--- config.mk ---
export PLATFORM = sky130hd
export DESIGN_NAME = irq_aggregator
export DESIGN_NICKNAME = d
export VERILOG_FILES = /design/src/rtl/irq_aggregator.sv
export SDC_FILE = /design/constraint.sdc
export NUM_CORES = 1
export LEC_CHECK = 0
export ABC_AREA = 1
export BUFFER_PORTS_ARGS = -buffer_cell sky130_fd_sc_hd__buf_2
export CAP_MARGIN = 25
export CORE_MARGIN = 10
export CORE_UTILIZATION = 45
export DETAILED_ROUTE_END_ITERATION = 10
export PLACE_DENSITY = 0.75
export SYNTH_ARGS = -nofsm -noshare
export SYNTH_HDL_FRONTEND = slang
export SYNTH_SLANG_ARGS = --single-unit
--- constraint.sdc ---
create_clock -name clk -period 1.57 [get_ports clk]
set_input_delay 0.0785 -clock clk [delete_from_list [all_inputs] [get_ports clk]]
set_output_delay 0.0785 -clock clk [all_outputs]
set_load 0.005 [all_outputs]
--- src/rtl/irq_aggregator.sv ---
module irq_aggregator #(
  parameter int ADDR_W       = 16,
  parameter int DATA_W       = 32,
  parameter int N_LINES      = 16,
  parameter int N_TMR        = 4,
  parameter int TMR_BASE     = 9,
  parameter int CASCADE_LINE = 1,
  parameter int N_SUB        = 2,
  parameter int FLAG_BASE    = 8,
  parameter int FLAG_STEP    = 2,
  parameter logic [ADDR_W-1:0] STAT_ADDR = 16'hF000,
  parameter logic [ADDR_W-1:0] MASK_ADDR = 16'hF010,
  parameter logic [ADDR_W-1:0] FLAG_ADDR = 16'hF230
) (
  input  logic              clk,
  input  logic              rst_n,
  input  logic [N_LINES-1:0] req_i,
  input  logic [N_TMR-1:0]  tmr_i,
  input  logic [N_SUB-1:0]  sub_i,
  input  logic [ADDR_W-1:0] addr,
  input  logic              wr_en,
  input  logic              rd_en,
  input  logic [DATA_W-1:0] wdata,
  output logic [DATA_W-1:0] rdata,
  output logic              irq_o
);

  localparam logic [N_LINES-1:0] CASC_BIT = N_LINES'(1) << CASCADE_LINE;

  logic [N_LINES-1:0] stat_q, mask_q, prev_q, tmr_line, line_req, rise, wlo;
  logic [N_SUB-1:0]   subf_q, sub_prev_q, sub_rise, sub_clr;
  logic [DATA_W-1:0]  flag_view;
  logic               wr_stat, wr_mask, wr_flag;

  assign wlo     = wdata[N_LINES-1:0];
  assign wr_stat = wr_en && (addr == STAT_ADDR);
  assign wr_mask = wr_en && (addr == MASK_ADDR);
  assign wr_flag = wr_en && (addr == FLAG_ADDR);

  for (genvar i = 0; i < N_LINES; i++) begin : g_line
    if (i >= TMR_BASE && i < TMR_BASE + N_TMR) begin : g_tmr
      assign tmr_line[i] = tmr_i[i-TMR_BASE];
    end else begin : g_none
      assign tmr_line[i] = 1'b0;
    end
  end

  for (genvar k = 0; k < N_SUB; k++) begin : g_sub
    assign sub_clr[k] = wdata[FLAG_BASE + FLAG_STEP*k];
  end

  always_comb begin
    flag_view = '0;
    for (int k = 0; k < N_SUB; k++) flag_view[FLAG_BASE + FLAG_STEP*k] = subf_q[k];
  end

  assign line_req = req_i | tmr_line | ({N_LINES{|subf_q}} & CASC_BIT);
  assign rise     = line_req & ~prev_q;
  assign sub_rise = sub_i & ~sub_prev_q;

  always_ff @(posedge clk) begin
    if (!rst_n) begin
      stat_q     <= '0;
      mask_q     <= '0;
      prev_q     <= '0;
      subf_q     <= '0;
      sub_prev_q <= '0;
    end else begin
      prev_q     <= line_req;
      sub_prev_q <= sub_i;
      stat_q     <= (wr_stat ? (stat_q & ~wlo) : stat_q) | rise;
      subf_q     <= (wr_flag ? (subf_q & ~sub_clr) : subf_q) | sub_rise;
      if (wr_mask) mask_q <= mask_q ^ wlo;
    end
  end

  always_comb begin
    rdata = '0;
    if (rd_en) begin
      if (addr == STAT_ADDR)      rdata[N_LINES-1:0] = stat_q;
      else if (addr == MASK_ADDR) rdata[N_LINES-1:0] = mask_q;
      else if (addr == FLAG_ADDR) rdata = flag_view;
    end
  end

  assign irq_o = |(stat_q & mask_q);

  p_sticky_r2: assert property (@(posedge clk) disable iff (!rst_n)
    !$past(wr_stat) |-> ((stat_q & $past(stat_q)) == $past(stat_q)));

  p_clear_r3: assert property (@(posedge clk) disable iff (!rst_n)
    $past(wr_stat) |-> ((stat_q & $past(wlo) & ~$past(rise)) == '0));

  p_toggle_r4: assert property (@(posedge clk) disable iff (!rst_n)
    $past(wr_mask) |-> (mask_q == ($past(mask_q) ^ $past(wlo))));

  p_quiet_r5: assert property (@(posedge clk) disable iff (!rst_n)
    $past(wr_stat && (wlo == '1) && (rise == '0)) |-> !irq_o);

  p_flag_bits_r6: assert property (@(posedge clk) disable iff (!rst_n)
    $countones(flag_view) <= N_SUB);

  p_flag_clr_r7: assert property (@(posedge clk) disable iff (!rst_n)
    $past(wr_flag) |-> ((subf_q & $past(sub_clr) & ~$past(sub_rise)) == '0));

  p_cascade_r8: assert property (@(posedge clk) disable iff (!rst_n)
    ((|subf_q) && !prev_q[CASCADE_LINE]) |=> stat_q[CASCADE_LINE]);

endmodule

# Word level (Yosys, flattened, before mapping)
# Cells that the tools add are included.
# totals
regBits	52
input_bits	74
output_inout_bits	33
elab_cells	34
# classes
eq_ne	3
n_mux	7
bitwise_logic	14
reduce_logical	5
# ops
cell	n
2-to-1 mux 16 bit	4
AND 16 bit	3
equality test 16 bit, second input constant	3
2-to-1 mux 32 bit	1
NOT 16 bit	2
OR 16 x 13 -> 16 bit	1
OR 16 bit	1
OR 16 x 2 -> 16 bit	1
OR reduction 16 bit	1
XOR 16 bit	1
2-to-1 mux 11 bit	1
AND 2 bit	2
NOT 2 bit	2
logical AND 1 bit	3
2-to-1 mux 2 bit	1
OR 2 bit	1
OR reduction 2 bit	1

# Longest topological paths before layout
# logic_depth
depth_word	5
mapped_depth	10
mapped_depth_nobuf	9

# Worst setup path after synthesis
# OpenSTA, ideal clock, no wires.
# synth_path
path_kind	input to register
from	in addr[3]
to	reg stat_q[10]
t_arrival_ns	0.909
path_slack_ns	0.549
path_stages	9
cell_sequence	nor2_4 -> nand2_4 -> nor2_8 -> nand2_4 -> nor2_8 -> buf_12 -> nand2_2 -> nand2_1 -> nand2_1
# synth_via
elab_chain_cells	4
# synth_lines
item	line_no	text
from (decl)	20	input logic [ADDR_W-1:0] addr,
equality test 16 bit	36	assign wr_stat = wr_en && (addr == STAT_ADDR);
logical AND 1 bit	36	
2-to-1 mux 16 bit	71	stat_q <= (wr_stat ? (stat_q & ~wlo) : stat_q) | rise;
OR 16 bit	71	
to (signal assigned)	71	
to (decl)	30	logic [N_LINES-1:0] stat_q, mask_q, prev_q, tmr_line, line_req, rise, wlo;
# Every way passes these cells.
# A chain may end at the register's enable or synchronous reset.

# Worst setup path after layout
# layout_path
from	reg mask_q[1]
to	out irq_o
# layout_via
elab_chain_cells	2
# layout_lines
item	line_no	text
from (decl)	30	
from (signal assigned)	73	if (wr_mask) mask_q <= mask_q ^ wlo;
AND 16 bit	86	assign irq_o = |(stat_q & mask_q);
OR reduction 16 bit	86	
to (decl)	25	output logic irq_o
# Every way passes these cells.

==> run metrics <==
Max FO, Critical Path 4; commonest cells after routing, fill and taps aside nand2_1 (133), buf_2 (74), inv_1 (58); vias per cell 4.79; critical path arrival 1.32 ns; Post-CTS Hold Fix Bufs 13; WL final 7.95 mm; register area share after synthesis 0.344; WP data required 1.49 ns; Worst slew margin 0.629; layout cell share with drive strength beyond 1 0.248; placed cell area 0.00337 mm2; Leak 1.91 nW; via count 2,881; design area 0.00362 mm2; Rows 29; Routed Antenna Nets 0; most common cell after layout, fill and taps aside nand2_1; Sum Neg Setup Slack 0 ns; reg2reg path depth 3; CP Class flip-flop to primary output; min-delay worst type input port to flip-flop; ranking of synthesized cells by area dfxtp_1 (34%), nand2_1 (17%), inv_1 (7.2%), a21oi_1 (5.0%), xor2_1 (4.6%); # IOs 107; final setup fails 0; Final Max Slew Viols 0; DIE HEIGHT 102 um; register bit total from synthesis 52; first-pass GRT wire length 13.3 mm; CTS tree yes; achievable frequency 717 MHz; Sink Count 52; vias in the first global route 2,877; Synth Warn # 0; postcts setup bufs 0; clock latency on the worst-skew pair 0.31 ns; gr ovfl total 0; Fin Hold WS 0.0293 ns; Worst-path clk slew 0.10 ns; CTS Buffer Depth 2; Netlist cell types 26; part of the cycle the worst path needs 0.888; PD cells 761 mW/mm2; residual DRC count 0; Initial Util 0.471; Tmin final 1.39 ns; share of the synthesized area in the top cell type 0.344; Post-synth EDFFs 0; synthesis-to-finish area growth 19.7%; Layout Skew 0.00577 ns; HPWL Detailed 5.93 mm; width of the die 102 um; RSZ-0062 raised after global routing no; Total Routing Usage GR 0.155; FILL cells 615; Nets 597; maximum VDD drop 0.419 mV; CTS buffer count 5; worst slew pin tran 0.555 ns; largest net degree at the start of global routing 32; core area 0.00642 mm2; # Max-Cap Violations 0; Post-Syn Area 0.00302 mm2; gpl congestion 0.857; Die Area 0.0104 mm2; Worst Hold Depth 3; DRT Pass-1 Iters 5; initial antenna violation count 0; post-synthesis instance total 440; CTS Root Buffer Type clkbuf_8; WL per Instance 13.2 um; ys flop type dfxtp_1; htree depth 2; First DRT Iteration DRCs 194; I/O Buffers 74; share of flip-flops with an asynchronous set or reset 0; Startpoint Class flip-flop; CP Capture Type primary output; reg2reg setup slack 0.67 ns; final hold vios 0; ANT cells 0; cell taking the most area after synthesis dfxtp_1; status completed; # resized after CTS 0; average size of a mapped cell 6.87 um2
## worst max-delay path, stage by stage (launching register included)
cell and delay (ns):
dfxtp_1 0.35, nand2_1 0.10, nand2_1 0.07, a221oi_1 0.22, nand3_1 0.13, buf_2 0.15
## state kept, by name, indices dropped and copies added (netlist names)
register / count
mask_q: 16
sub_prev_q: 2
prev_q: 16
subf_q: 2
stat_q: 16
## where the power goes
part,internal [mW],switching (mW),leakage [nW]
Clock,0.522,0.467,0.0614
Combinational,0.145,0.181,1.42
Sequential,1.39,0.0459,0.430
Total,2.06,0.693,1.91
## synth_stat cells, types with 8 or more instances
library cell  number
inv_1             58
nand4_1           20
nand3_1           17
nor2_1            34
xor2_1            16
a21oi_1           30
nor2_4             8
nand2_1          133
dfxtp_1           52
buf_4             18
nand2_2           11
or2_2             13
## layer usage
layer	vias up	part of all wire	global-route usage
met5	-	0	0
met4	0	0.0083	0.0390
met3	4	0.072	0.0256
met2	106	0.49	0.272
met1	1288	0.43	0.193
li1	1483	-	-
## logic make-up after synthesis
| family | Yosys count | synth area share |
|---|---|---|
| flip-flops | 52 | 0.344 |
| other | 1 | 0.00124 |
| AND/OR/NAND/NOR | 246 | 0.397 |
| XOR/XNOR | 16 | 0.0464 |
| buffers and inverters | 91 | 0.153 |
| AO/OA/AOI/OAI | 34 | 0.0588 |
## final timing paths
kind,to,from
min reg2reg,stat_q[1],prev_q[1]
max reg2reg,mask_q[5],mask_q[5]
min,prev_q[10],req_i[10]
max,irq_o,mask_q[1]
## per-stage QoR
| stage | std cells | power, mW | utilization | setup WS, ns |
|---|---|---|---|---|
| floorplan | 455 | 1.65 | - | 0.549 |
| global placement | 580 | 1.75 | 0.524 | 0.242 |
| detailed placement | 580 | 1.77 | 0.524 | 0.201 |
| CTS | 601 | 2.76 | 0.563 | 0.158 |
| global route | 601 | 2.87 | 0.563 | 0.0554 |
| finish | 601 | 2.75 | 0.563 | 0.175 |
## area by class of cell
type                    count  area (um2)  share of cell area
clock buffers               6        82.6              0.0228
repair buffers             94         566               0.156
well taps                  77        96.3              0.0266
inverters                  58         218              0.0602
flip-flops and latches     52        1040               0.288
multi-input cells         312        1580               0.436
clock inverters             2        38.8              0.0107
No activity file was read; power rests on OpenSTA's default activity.
